--- src/rtl/prv_pkg.sv ---
package prv_pkg;
  localparam int OP_W     = 6;
  localparam int SUB_W    = 3;
  localparam int RF_W     = 6;
  localparam int PC_W     = 15;
  localparam int ADDR_W   = 18;
  localparam int DATA_W   = 24;
  localparam int CODE_W   = 12;

  localparam logic [OP_W-1:0]   HALT_OP   = 6'o00;
  localparam logic [SUB_W-1:0]  HALT_SUB  = 3'd0;
  localparam logic [OP_W-1:0]   BLOCK_LO  = 6'o71;
  localparam logic [RF_W-1:0]   RF_PROT_HI = 6'o37;
  localparam logic [ADDR_W-1:0] SAVE_WORD = 18'd4;
  localparam logic [ADDR_W-1:0] CODE_WORD = 18'd5;
  localparam logic [CODE_W-1:0] TRAP_CODE = 12'o0120;

  typedef enum logic [1:0] {
    SQ_IDLE = 2'd0,
    SQ_SAVE = 2'd1,
    SQ_CODE = 2'd2,
    SQ_JUMP = 2'd3
  } seq_state_e;
endpackage

--- src/rtl/prv_illegal_det.sv ---
module prv_illegal_det #(
  parameter int OP_W  = prv_pkg::OP_W,
  parameter int SUB_W = prv_pkg::SUB_W,
  parameter int RF_W  = prv_pkg::RF_W,
  parameter logic [OP_W-1:0]  HALT_OP    = prv_pkg::HALT_OP,
  parameter logic [SUB_W-1:0] HALT_SUB   = prv_pkg::HALT_SUB,
  parameter logic [OP_W-1:0]  BLOCK_LO   = prv_pkg::BLOCK_LO,
  parameter logic [RF_W-1:0]  RF_PROT_HI = prv_pkg::RF_PROT_HI
) (
  input  logic             user_mode,
  input  logic             inst_valid,
  input  logic [OP_W-1:0]  inst_op,
  input  logic [SUB_W-1:0] inst_sub,
  input  logic             inst_irt,
  input  logic [RF_W-1:0]  irt_dst,
  output logic             illegal_hit
);
  logic is_halt;
  logic is_block;
  logic is_prot_xfer;

  always_comb begin
    is_halt      = (inst_op == HALT_OP) && (inst_sub == HALT_SUB);
    is_block     = (inst_op >= BLOCK_LO);
    is_prot_xfer = inst_irt && (irt_dst <= RF_PROT_HI);
    // detector gated by the user-state flag: everything is legal otherwise
    illegal_hit  = inst_valid && user_mode && (is_halt || is_block || is_prot_xfer);
  end
endmodule

--- src/rtl/prv_mode_ctl.sv ---
module prv_mode_ctl (
  input  logic clk,
  input  logic rst_n,
  input  logic mclr,
  input  logic trap_start,
  input  logic irq_take,
  input  logic arm_user,
  input  logic jump_done,
  input  logic busy,
  output logic user_mode,
  output logic armed
);
  logic user_q, user_d;
  logic arm_q, arm_d;

  always_comb begin
    user_d = user_q;
    arm_d  = arm_q;
    if (mclr || trap_start || irq_take) begin
      user_d = 1'b0;
      arm_d  = 1'b0;
    end else if (!user_q && !busy) begin
      if (arm_q && jump_done) begin
        user_d = 1'b1;
        arm_d  = 1'b0;
      end else if (arm_user) begin
        arm_d  = 1'b1;
      end
    end
  end

  always_ff @(posedge clk or negedge rst_n) begin
    if (!rst_n) begin
      user_q <= 1'b0;
      arm_q  <= 1'b0;
    end else begin
      user_q <= user_d;
      arm_q  <= arm_d;
    end
  end

  assign user_mode = user_q;
  assign armed     = arm_q;

  AST_MCLR_SUPERVISOR: assert property (@(posedge clk) disable iff (!rst_n)
    mclr |=> !user_q);
  AST_TRAP_LEAVES_USER: assert property (@(posedge clk) disable iff (!rst_n)
    trap_start |=> !user_q);
  AST_IRQ_LEAVES_USER: assert property (@(posedge clk) disable iff (!rst_n)
    irq_take |=> (!user_q && !arm_q));
  AST_ENTRY_NEEDS_ARM: assert property (@(posedge clk) disable iff (!rst_n)
    $rose(user_q) |-> $past(arm_q && jump_done));
endmodule

--- src/rtl/prv_trap_seq.sv ---
module prv_trap_seq #(
  parameter int PC_W   = prv_pkg::PC_W,
  parameter int ADDR_W = prv_pkg::ADDR_W,
  parameter int DATA_W = prv_pkg::DATA_W,
  parameter int CODE_W = prv_pkg::CODE_W,
  parameter logic [ADDR_W-1:0] SAVE_WORD = prv_pkg::SAVE_WORD,
  parameter logic [ADDR_W-1:0] CODE_WORD = prv_pkg::CODE_WORD,
  parameter logic [CODE_W-1:0] TRAP_CODE = prv_pkg::TRAP_CODE
) (
  input  logic              clk,
  input  logic              rst_n,
  input  logic              mclr,
  input  logic              trap_start,
  input  logic [PC_W-1:0]   trap_pc,
  input  logic              mem_wr_ack,
  output logic              busy,
  output logic              mem_wr_req,
  output logic [ADDR_W-1:0] mem_wr_addr,
  output logic [DATA_W-1:0] mem_wr_data,
  output logic              fetch_redirect,
  output logic [ADDR_W-1:0] fetch_addr
);
  import prv_pkg::*;

  seq_state_e st_q, st_d;
  logic [PC_W-1:0] pc_q;
  logic            pc_en;

  always_comb begin
    st_d  = st_q;
    pc_en = 1'b0;
    if (mclr) begin
      st_d = SQ_IDLE;
    end else begin
      unique case (st_q)
        SQ_IDLE: if (trap_start) begin
          st_d  = SQ_SAVE;
          pc_en = 1'b1;
        end
        SQ_SAVE: if (mem_wr_ack) st_d = SQ_CODE;
        SQ_CODE: if (mem_wr_ack) st_d = SQ_JUMP;
        SQ_JUMP: st_d = SQ_IDLE;
        default: st_d = SQ_IDLE;
      endcase
    end
  end

  always_ff @(posedge clk or negedge rst_n) begin
    if (!rst_n) st_q <= SQ_IDLE;
    else        st_q <= st_d;
  end

  always_ff @(posedge clk or negedge rst_n) begin
    if (!rst_n)     pc_q <= '0;
    else if (pc_en) pc_q <= trap_pc;
  end

  always_comb begin
    mem_wr_req     = 1'b0;
    mem_wr_addr    = '0;
    mem_wr_data    = '0;
    fetch_redirect = 1'b0;
    fetch_addr     = CODE_WORD;
    unique case (st_q)
      SQ_SAVE: begin
        mem_wr_req             = 1'b1;
        mem_wr_addr            = SAVE_WORD;
        mem_wr_data[PC_W-1:0]  = pc_q;
      end
      SQ_CODE: begin
        mem_wr_req              = 1'b1;
        mem_wr_addr             = CODE_WORD;
        mem_wr_data[CODE_W-1:0] = TRAP_CODE;
      end
      SQ_JUMP: fetch_redirect = 1'b1;
      default: ;
    endcase
  end

  assign busy = (st_q != SQ_IDLE);

  AST_REQ_HELD_TO_ACK: assert property (@(posedge clk) disable iff (!rst_n)
    (mem_wr_req && !mem_wr_ack && !mclr) |=> (mem_wr_req && $stable(mem_wr_addr)));
  AST_NO_REQ_ON_REDIRECT: assert property (@(posedge clk) disable iff (!rst_n)
    !(mem_wr_req && fetch_redirect));
  AST_REDIRECT_SINGLE: assert property (@(posedge clk) disable iff (!rst_n)
    fetch_redirect |=> !fetch_redirect);
  AST_CODE_AFTER_SAVE: assert property (@(posedge clk) disable iff (!rst_n)
    (mem_wr_req && mem_wr_addr == SAVE_WORD && mem_wr_ack && !mclr) |=>
      (mem_wr_req && mem_wr_addr == CODE_WORD));
endmodule

--- src/rtl/prv_trap_ctrl.sv ---
module prv_trap_ctrl #(
  parameter int OP_W   = prv_pkg::OP_W,
  parameter int SUB_W  = prv_pkg::SUB_W,
  parameter int RF_W   = prv_pkg::RF_W,
  parameter int PC_W   = prv_pkg::PC_W,
  parameter int ADDR_W = prv_pkg::ADDR_W,
  parameter int DATA_W = prv_pkg::DATA_W
) (
  input  logic              clk,
  input  logic              rst_n,
  input  logic              mclr,
  input  logic              inst_valid,
  input  logic [OP_W-1:0]   inst_op,
  input  logic [SUB_W-1:0]  inst_sub,
  input  logic              inst_irt,
  input  logic [RF_W-1:0]   irt_dst,
  input  logic [PC_W-1:0]   inst_pc,
  input  logic              ext_irq,
  input  logic              jump_done,
  input  logic              arm_user,
  input  logic              mem_wr_ack,
  output logic              user_mode,
  output logic              suppress,
  output logic              trap_busy,
  output logic              irq_ack,
  output logic              mem_wr_req,
  output logic [ADDR_W-1:0] mem_wr_addr,
  output logic [DATA_W-1:0] mem_wr_data,
  output logic              fetch_redirect,
  output logic [ADDR_W-1:0] fetch_addr
);
  logic illegal_hit;
  logic trap_start;
  logic busy;
  logic armed;

  prv_illegal_det #(.OP_W(OP_W), .SUB_W(SUB_W), .RF_W(RF_W)) u_det (
    .user_mode   (user_mode),
    .inst_valid  (inst_valid),
    .inst_op     (inst_op),
    .inst_sub    (inst_sub),
    .inst_irt    (inst_irt),
    .irt_dst     (irt_dst),
    .illegal_hit (illegal_hit)
  );

  // trap outranks a coincident external interrupt; the interrupt waits
  assign trap_start = illegal_hit && !busy && !mclr;
  assign irq_ack    = ext_irq && !busy && !illegal_hit && !mclr;
  assign suppress   = illegal_hit || busy;
  assign trap_busy  = busy;

  prv_mode_ctl u_mode (
    .clk        (clk),
    .rst_n      (rst_n),
    .mclr       (mclr),
    .trap_start (trap_start),
    .irq_take   (irq_ack),
    .arm_user   (arm_user),
    .jump_done  (jump_done),
    .busy       (busy),
    .user_mode  (user_mode),
    .armed      (armed)
  );

  prv_trap_seq #(.PC_W(PC_W), .ADDR_W(ADDR_W), .DATA_W(DATA_W)) u_seq (
    .clk            (clk),
    .rst_n          (rst_n),
    .mclr           (mclr),
    .trap_start     (trap_start),
    .trap_pc        (inst_pc),
    .mem_wr_ack     (mem_wr_ack),
    .busy           (busy),
    .mem_wr_req     (mem_wr_req),
    .mem_wr_addr    (mem_wr_addr),
    .mem_wr_data    (mem_wr_data),
    .fetch_redirect (fetch_redirect),
    .fetch_addr     (fetch_addr)
  );

  AST_SUPPRESS_ONLY_USER: assert property (@(posedge clk) disable iff (!rst_n)
    (suppress && !busy) |-> user_mode);
  AST_IRQ_WAITS_FOR_TRAP: assert property (@(posedge clk) disable iff (!rst_n)
    irq_ack |-> (!busy && !illegal_hit));
  AST_TRAP_STARTS_WRITE: assert property (@(posedge clk) disable iff (!rst_n)
    trap_start |=> (mem_wr_req || mclr));
  AST_NO_ARM_IN_USER: assert property (@(posedge clk) disable iff (!rst_n)
    user_mode |-> !armed);
endmodule

--- config.mk ---
export PLATFORM = sky130hd
export DESIGN_NAME = prv_trap_ctrl
export DESIGN_NICKNAME = d
export VERILOG_FILES = /design/src/rtl/prv_pkg.sv /design/src/rtl/prv_illegal_det.sv /design/src/rtl/prv_mode_ctl.sv /design/src/rtl/prv_trap_seq.sv /design/src/rtl/prv_trap_ctrl.sv
export SDC_FILE = /design/constraint.sdc
export NUM_CORES = 1
export LEC_CHECK = 0
export ABC_AREA = 1
export ABC_CLOCK_PERIOD_IN_PS = 1100
export BUFFER_PORTS_ARGS = -buffer_cell sky130_fd_sc_hd__buf_2
export CORE_AREA = 2 2 66 68
export CTS_BUF_LIST = sky130_fd_sc_hd__clkbuf_4
export DETAILED_ROUTE_END_ITERATION = 16
export DIE_AREA = 0 0 68 70
export PLACE_DENSITY_LB_ADDON = 0.08
export SETUP_SLACK_MARGIN = 0.4
export SLEW_MARGIN = 20
export SYNTH_ARGS = -nofsm -noshare
export SYNTH_HDL_FRONTEND = slang
export SYNTH_SLANG_ARGS = --single-unit
--- constraint.sdc ---
create_clock -name clk -period 1.1 [get_ports clk]
set_input_delay 0.22 -clock clk [delete_from_list [all_inputs] [get_ports clk]]
set_output_delay 0.22 -clock clk [all_outputs]
set_load 0.02 [all_outputs]
==> impl_metrics.json, run 1 <==
{
  "cts_tree": "yes",
  "yosysSeqAreaShare_pct": 31.9,
  "grt_max_degree": 25,
  "final_util_pct": 62.7,
  "dr.pass1.iters": 3,
  "post-dp-hpwl_um": 2250,
  "path_max_fanout": 5,
  "syn_area_um2": 1490,
  "clkTransAtPathRegs_ns": 0.11,
  "die_area_um2": 4760,
  "diodes": 0,
  "crit_path_start_kind": "flip-flop",
  "cp.arrival_ns": 1.50,
  "layout_common_cells": "43 x conb_1, 35 x buf_6, 33 x inv_1, 33 x buf_2, 18 x nand2_4",
  "layout_commonest_cell": "conb_1",
  "ios": 105,
  "cap_violations": 0,
  "register_area_um2": 478,
  "setup_violations": 42,
  "run_status": "finished, violations left",
  "violations": "hold timing, setup timing",
  "crit_type": "reg -> out",
  "ant_nets": 0,
  "core_area_um2": 4140,
  "fillers": 369,
  "synth-seq-cells": 19,
  "holdWs_ns": -0.150,
  "period_needed_ns": 1.72,
  "grtUsageTotal_pct": 13.6,
  "clock-skew-final_ns": 0.00628,
  "required_ns": 0.88,
  "areaGrowthSynthToFinish_pct": 74.1,
  "drc": 0,
  "initialDrtViolationCount": 25,
  "gp_congestion": 0.742,
  "numCtsBuffers": 3,
  "routed_wl_um": 3490,
  "placed_cell_area_um2": 2030,
  "rows": 24,
  "finalMaxSlewViolations": 0,
  "antenna_found_initial": 0,
  "p_leak_uw": 0.00136,
  "synth.avg_cell_area_um2": 7.49,
  "start_util_pct": 36.0,
  "insertion_delay_ns": 0.29,
  "cts-root-buf": "clkbuf_4",
  "cts_buffer_depth": 2,
  "nets": 330,
  "first_global_vias": 1123,
  "synth_warnings": 0,
  "chipWidth_um": 68,
  "vias_per_cell": 3.94,
  "cts_num_sinks": 19,
  "grt_overflow": 0,
  "drive_above_1_share_pct": 60.8,
  "wire_per_inst_um": 10.3,
  "vdd_drop_max_v": 0.000623,
  "die_h_um": 70,
  "port_buffers": 56,
  "setup_ws_ns": -0.618,
  "rsz0062_at_grt": "yes",
  "ys_types": 18,
  "finalHoldViolCount": 19,
  "end_kind": "primary output",
  "hp-class": "in -> async",
  "synthCells": 199,
  "cts_max_level": 1,
  "routed-via-count": 1332,
  "fin_crit_sh_pct": 156,
  "multi_input_area_um2": 1070,
  "grt_pass1_wl_um": 5020,
  "fin_area_um2": 2600,
  "p_per_area_nw_per_um2": 1410,
  "fmax_mhz": 582
}
## area by class of cell
class / count / share of cell area (%)
clock buffer: 4 / 1.16
multi-input combinational: 133 / 41.1
sequential: 19 / 18.4
inverter: 41 / 6.41
tap: 52 / 2.51
timing repair buffer: 89 / 30.4
## synthesized netlist by cell type, drive strengths merged
cell | count | area [um2]
a31o | 1 | 8.76
dfrtp | 19 | 475
a211o | 1 | 8.76
a21oi | 2 | 10.0
buf | 48 | 372
nand3 | 4 | 32.5
or2 | 1 | 6.26
conb | 2 | 7.51
inv | 41 | 154
nand2 | 33 | 126
nor2 | 25 | 93.8
ha | 4 | 50.1
o21ai | 18 | 146
## timing repair
action	in CTS	in global routing
gates resized for setup	64	27
endpoints found under the setup margin	42	42
cloned	1	3
buffers inserted	11	4
pin swaps	9	5
endpoints found under the hold margin	19	19
## flip-flops by register name, indices dropped and copies added, names as in the netlist
signal,flops
u_seq.pc_q,15
u_seq.st_q,2
u_mode.armed,1
u_mode.user_mode,1
## critical path: stages (launching register included)
cell and delay [ns]:
dfrtp_2 0.44, inv_4 0.07, ha_4 0.36, nand2_8 0.11, nor2_4 0.11, buf_6 0.12
## power by group
part	switching (uW)	total (uW)	internal, uW
Clock	215	381	165
Combinational	1130	2290	1160
Sequential	151	977	826
Total	1490	3650	2160
## through the flow
| step | hold slack, ns | total power (uW) | worst slack, ns | TNS, ns | std cells |
|---|---|---|---|---|---|
| after global placement | 0.192 | 2450 | -0.340 | -11.46 | 315 |
| after floorplan | -0.0756 | 2220 | -0.271 | -6.48 | 240 |
| final | -0.150 | 3650 | -0.618 | -19.53 | 338 |
| after global routing | -0.127 | 3860 | -0.670 | -22.01 | 338 |
| after detailed placement | 0.193 | 2450 | -0.358 | -11.58 | 315 |
| after CTS | -0.131 | 3360 | -0.622 | -17.38 | 331 |
## path summary, 6_finish.rpt
| kind | end | slack (ns) | cells after the start | start |
|---|---|---|---|---|
| setup / recovery | mem_wr_data[11] | -0.62 | 5 | u_seq.st_q[0] |
| hold / removal | u_seq.pc_q[7] | -0.15 | 1 | rst_n |
| setup reg to reg | u_seq.pc_q[2] | -0.41 | 8 | u_seq.st_q[0] |
| hold reg to reg | u_seq.pc_q[8] | 0.52 | 2 | u_seq.pc_q[8] |
| max in group asynchronous | u_seq.st_q[1] | 0.91 | 1 | rst_n |
| min in group clk | u_seq.pc_q[7] | 0.15 | 3 | inst_pc[7] |
## kinds of logic after synthesis
group                    share of synthesized area [%]
AO/OA/AOI/OAI                                     11.7
adder cells (fa/ha/maj)                           3.36
buffers and inverters                             35.2
flip-flops                                        31.9
other                                            0.504
AND/OR/NAND/NOR                                   17.4
## per-layer routing
| metal | up-vias | part of all wire, % | wire, um | global-route usage, % |
|---|---|---|---|---|
| met1 | 601 | 38 | 1320 | 16.9 |
| met3 | 2 | 5.5 | 193 | 1.29 |
| li1 | 676 | - | - | - |
| met4 | 0 | 0.43 | 15 | 2.67 |
| met5 | - | 0 | 0 | 0 |
| met2 | 53 | 56 | 1960 | 24.7 |
Power figures use the tool's default switching activity.
==> run 2, diff against run 1 <==
--- a/config.mk
+++ b/config.mk
@@ -14,7 +14,7 @@
 export DIE_AREA = 0 0 68 70
 export PLACE_DENSITY_LB_ADDON = 0.08
 export SETUP_SLACK_MARGIN = 0.4
-export SLEW_MARGIN = 20
 export SYNTH_ARGS = -nofsm -noshare
 export SYNTH_HDL_FRONTEND = slang
+export SYNTH_HIERARCHICAL = 1
 export SYNTH_SLANG_ARGS = --single-unit
==> impl_metrics.json, run 2 <==
{
  "run_status": "finished, violations left",
  "violations": "hold timing, setup timing",
  "fin_setup_tns_ns": -21.95,
  "fin_area_um2": 2330,
  "ys_types": 18,
  "rsz0062_at_grt": "yes",
  "switching_share_pct": 42.8,
  "finalHoldViolCount": 19,
  "rows": 24,
  "core_area_um2": 4140,
  "yosysMostFrequentCell": "buf_4",
  "r2r-end": "u_seq/pc_q[10]",
  "areaGrowthSynthToFinish_pct": 53.4,
  "ant_nets": 0,
  "ys_top_cells_by_area": "dfrtp_1 31%, buf_4 22%, inv_1 7.9%, nand2_1 7.6%, nor2_1 6.4%",
  "synth_flop_cell": "dfrtp_1",
  "layout_commonest_cell": "conb_1",
  "routed-via-count": 1315,
  "syn_area_um2": 1520,
  "p_seq_share_pct": 20.5,
  "cap_violations": 0,
  "gp_congestion": 0.735,
  "finalMaxSlewViolations": 0,
  "yosysTopAreaCell": "dfrtp_1",
  "synth-seq-cells": 19,
  "top_register": "u_seq/pc_q",
  "grtUsageTotal_pct": 13.6,
  "fin_crit_sh_pct": 155,
  "clock-skew-final_ns": 0.00593,
  "post-dp-hpwl_um": 2270,
  "drc": 0,
  "yosysSeqAreaShare_pct": 31.3,
  "synth_mux_area_share_pct": 0,
  "synth_top_family_by_area": "buffers and inverters",
  "die_area_um2": 4760,
  "synthCells": 201,
  "hp-class": "in -> async",
  "r2r_start": "u_seq/st_q[0]",
  "period_needed_ns": 1.71,
  "wire_per_inst_um": 9.32,
  "nets": 332,
  "synth.avg_cell_area_um2": 7.57,
  "setup_violations": 42,
  "reg_top3": "u_seq/pc_q: 15 flops, u_seq/st_q: 2 flops",
  "placed_cell_area_um2": 1920,
  "vias_per_cell": 3.89,
  "vdd_drop_max_v": 0.00159,
  "ios": 105,
  "grt_overflow": 0,
  "cp.arrival_ns": 1.49,
  "numCtsBuffers": 3,
  "layout_common_cells": "43 x conb_1, 41 x buf_2, 24 x buf_6, 23 x inv_1, 23 x nand2_1",
  "required_ns": 0.88,
  "synth_compound_area_share_pct": 8.88,
  "setup_ws_ns": -0.606,
  "grt_pass1_wl_um": 5020,
  "port_buffers": 56,
  "initialDrtViolationCount": 35,
  "synthTopCellsByCount": "44 x buf_4, 32 x inv_1, 31 x nand2_1, 26 x nor2_1, 19 x dfrtp_1",
  "yosys.area_share.xor_xnor_pct": 0,
  "cts_num_sinks": 19,
  "cts-root-buf": "clkbuf_4",
  "cts_tree": "yes",
  "antenna_found_initial": 0,
  "end_kind": "primary output",
  "yosysTopAreaCellShare_pct": 31.3,
  "combPwrFrac_pct": 69.8,
  "crit_path_start_kind": "flip-flop",
  "fmax_mhz": 586,
  "p_leak_uw": 0.00131,
  "die_h_um": 70,
  "synth_simple_gate_area_share_pct": 21.5,
  "synth_adder_area_share_pct": 4.93,
  "cts_buffer_depth": 2,
  "r2r_setup_slack_ns": -0.60,
  "path_max_fanout": 4,
  "first_global_vias": 1177,
  "crit_type": "reg -> out",
  "drive_above_1_share_pct": 53.5,
  "async_flop_share_pct": 100,
  "pwr-share-clk_pct": 9.7,
  "routed_wl_um": 3150,
  "synth_warnings": 6,
  "cts_max_level": 1,
  "power.internal_uw": 2310,
  "start_util_pct": 36.7,
  "r2r_cells": 11,
  "chipWidth_um": 68,
  "p_per_area_nw_per_um2": 1730,
  "dr.pass1.iters": 2,
  "holdWs_ns": -0.148,
  "p_sw_uw": 1730,
  "largest_reg_flops": 15,
  "synth_edf_count": 0,
  "clkTransAtPathRegs_ns": 0.12,
  "insertion_delay_ns": 0.30,
  "diodes": 0,
  "grt_max_degree": 20
}
run 2: cell types whose count changed after synthesis, moves of 2 or more:
cell	before	now
a21oi_2	0	10
ha_1	4	6
inv_1	40	32
nor2_2	0	12
o21ai_0	3	0
o21ai_1	0	5
o21ai_2	15	0
run 2: worst max-delay path, cell delays in order, from the launching register on:
cell and delay, ns:
dfrtp_1 0.43, inv_2 0.07, ha_4 0.29, buf_6 0.12, inv_6 0.04, a21oi_4 0.10, buf_6 0.13
run 2: metrics by stage:
step	hold slack, ns	instances	utilization [%]	power [uW]	setup WS (ns)
floorplan	-0.0756	242	-	2320	-0.375
global placement	0.198	318	46.2	2910	-0.494
detailed placement	0.204	318	46.2	2900	-0.511
CTS	-0.137	332	53.0	3810	-0.628
global route	-0.156	338	56.3	4330	-0.713
finish	-0.148	338	56.3	4030	-0.606
run 2: what timing repair did:
action	in CTS	in global routing
endpoints found under the setup margin	42	42
cloned	2	2
gates resized for setup	37	24
hold endpoints to repair	19	19
setup buffers	8	4
pin swaps	7	9
run 2: worst max path at each step:
| stage | from | end | slack (ns) | cells past startpoint |
|---|---|---|---|---|
| 2_1_floorplan | u_seq/st_q[0] | u_seq/pc_q[0] | -0.37 | 10 |
| 3_3_place_gp | inst_op[4] | u_seq/pc_q[1] | -0.49 | 12 |
| 3_5_place_dp | inst_op[2] | u_seq/pc_q[1] | -0.51 | 12 |
| 4_1_cts | u_seq/st_q[0] | mem_wr_data[1] | -0.63 | 5 |
| 5_1_grt | u_seq/st_q[1] | u_seq/pc_q[3] | -0.71 | 11 |
| 6_report | u_seq/st_q[0] | mem_wr_data[6] | -0.61 | 6 |
run 2: metal layers:
metal | wire length, um | global-route usage, % | part of all wire [%] | vias up
met5 | 0 | 0 | 0 | -
met3 | 194 | 3.86 | 6.2 | 2
li1 | - | - | - | 678
met1 | 1270 | 16.0 | 40 | 588
met2 | 1670 | 24.3 | 53 | 47
met4 | 18 | 2.00 | 0.57 | 0
run 2: cell type report:
class | count | area, um2
fill | 417 | 1810
clock buffer | 4 | 30.0
timing repair buffer | 87 | 723
tap | 52 | 65.1
multi-input combinational | 142 | 900
inverter | 34 | 140
sequential | 19 | 475
run 2: power by group through the flow:
stage / combinational, uW / clock [uW] / sequential [uW]
6_report: 2820 / 393 / 826
5_1_grt: 3030 / 461 / 837
4_1_cts: 2570 / 408 / 827
3_5_place_dp: 2060 / 0 / 840
3_3_place_gp: 2070 / 0 / 838
2_1_floorplan: 1480 / 0 / 848
run 2: logic make-up (layout without fill, tap and decap cells):
family                     Yosys count  in the layout
AOI/OAI and AO/OA                   19             19
adders and majority gates            6              6
buffers and inverters               81            125
DFF                                 19             19
other                                2             43
and+or+nand+nor                     74             74
==> run 3, diff against run 2 <==
--- a/config.mk
+++ b/config.mk
@@ -13,7 +13,7 @@
 export DETAILED_ROUTE_END_ITERATION = 16
 export DIE_AREA = 0 0 68 70
 export PLACE_DENSITY_LB_ADDON = 0.08
-export SETUP_SLACK_MARGIN = 0.4
+export SETUP_SLACK_MARGIN = 0.02
 export SYNTH_ARGS = -nofsm -noshare
 export SYNTH_HDL_FRONTEND = slang
 export SYNTH_HIERARCHICAL = 1
==> impl_metrics.json, run 3 (synthesis results as in run 2) <==
{
  "grt_overflow": 0,
  "r2r-end": "u_seq/pc_q[7]",
  "cts-root-buf": "clkbuf_4",
  "layout_commonest_cell": "conb_1",
  "wire_per_inst_um": 9.70,
  "finalMaxSlewViolations": 0,
  "r2r_setup_slack_ns": -0.57,
  "cts_max_level": 1,
  "largest_reg_flops": 15,
  "setup_violations": 42,
  "final_util_pct": 59.5,
  "die_area_um2": 4760,
  "routed_wl_um": 3310,
  "areaGrowthSynthToFinish_pct": 62.1,
  "vias_per_cell": 3.95,
  "gp_congestion": 0.735,
  "end_kind": "primary output",
  "p_per_area_nw_per_um2": 1890,
  "clock-skew-final_ns": 0.00418,
  "ios": 105,
  "r2r_start": "u_seq/st_q[0]",
  "layout_common_cells": "43 x conb_1, 33 x buf_2, 28 x buf_6, 23 x inv_1, 22 x buf_4",
  "grt_pass1_wl_um": 5020,
  "rows": 24,
  "finalHoldViolCount": 0,
  "holdPathStages": 3,
  "r2r_cells": 11,
  "cts_buffer_depth": 2,
  "routed-via-count": 1347,
  "startpoint": "u_seq/st_q[0]",
  "reg_top3": "u_seq/pc_q: 15 flops, u_seq/st_q: 2 flops",
  "start_util_pct": 36.7,
  "die_h_um": 70,
  "fmax_mhz": 588,
  "antenna_found_initial": 0,
  "drc": 0,
  "period_needed_ns": 1.70,
  "port_buffers": 56,
  "run_status": "finished, violations left",
  "path_max_fanout": 5,
  "worstSetupEndpoint": "mem_wr_data[5]",
  "ant_nets": 0,
  "cp.arrival_ns": 1.48,
  "diodes": 0,
  "vdd_drop_max_v": 0.00167,
  "placed_cell_area_um2": 1920,
  "chipWidth_um": 68,
  "setup_ws_ns": -0.601,
  "holdWs_ns": 0.137,
  "nets": 335,
  "fin_area_um2": 2470,
  "dr.pass1.iters": 4,
  "p_leak_uw": 0.00133,
  "required_ns": 0.88,
  "clkTransAtPathRegs_ns": 0.11,
  "drive_above_1_share_pct": 57.1,
  "fin_crit_sh_pct": 155,
  "crit_path_start_kind": "flip-flop",
  "grt_max_degree": 20,
  "first_global_vias": 1144,
  "insertion_delay_ns": 0.29,
  "cts_num_sinks": 19,
  "cap_violations": 0,
  "top_register": "u_seq/pc_q",
  "violations": "setup timing",
  "post-dp-hpwl_um": 2250,
  "core_area_um2": 4140,
  "initialDrtViolationCount": 17,
  "rsz0062_at_grt": "yes",
  "grtUsageTotal_pct": 13.5,
  "hp-class": "in -> reg",
  "crit_type": "reg -> out",
  "cts_tree": "yes",
  "numCtsBuffers": 3
}
-- run 3: cell types whose count changed in the layout (fill, tap and decap cells not counted), sizes merged --
cell         change
buf              +2
clkbuf           -1
clkinv           +1
dlygate4sd3      +1
inv              -1
nand2            +1
-- run 3: power by group --
part	switching [uW]	internal (uW)
clock network	222	166
registers	51.7	778
logic	1690	1760
total	1960	2700
-- run 3: cell type report --
type                    count  area [um2]
fillers                   399        1680
multi-input cells         143         991
repair buffers             89         763
flip-flops and latches     19         477
inverters                  34         140
well taps                  52        65.1
clock buffers               4        30.0
-- run 3: worst min-delay path by stage --
stage | start | end | slack (ns)
2_1_floorplan | rst_n | u_mode/armed | -0.08
3_3_place_gp | rst_n | u_seq/pc_q[3] | 0.20
3_5_place_dp | rst_n | u_seq/pc_q[3] | 0.20
4_1_cts | inst_pc[4] | u_seq/pc_q[4] | 0.12
5_1_grt | inst_pc[13] | u_seq/pc_q[13] | 0.12
6_report | inst_pc[4] | u_seq/pc_q[4] | 0.14
-- run 3: routing by layer --
metal | global-route usage (%) | wire [um] | share of wire (%) | up-vias
met5 | 0 | 0 | 0 | -
met4 | 2.00 | 18 | 0.54 | 0
met3 | 3.38 | 176 | 5.3 | 2
met2 | 23.6 | 1780 | 54 | 49
met1 | 16.8 | 1340 | 40 | 610
li1 | - | - | - | 686
-- run 3: metrics by stage --
step	setup TNS (ns)	power, uW	setup WS, ns	std cells
6_report	-22.22	4670	-0.601	341
5_1_grt	-26.16	4980	-0.708	341
4_1_cts	-22.29	3670	-0.644	331
3_5_place_dp	-15.28	2900	-0.519	318
3_3_place_gp	-15.03	2910	-0.488	318
2_1_floorplan	-10.80	2320	-0.375	242
-- run 3: repair_timing --
action                                 4_1_cts  5_1_grt
setup buffers                                6       11
pin swaps                                    5        6
cloned                                       2        2
hold buffers                                 1        0
endpoints found under the hold margin       19        0
setup endpoints to repair                   42       42
gates resized for setup                     33       61
-- run 3: worst max-delay path, cell delays in order, from the launching register on --
cell     delay, ns
dfrtp_2       0.41
inv_2         0.06
ha_4          0.31
buf_12        0.11
nand2_8       0.07
nor2_2        0.10
buf_6         0.12
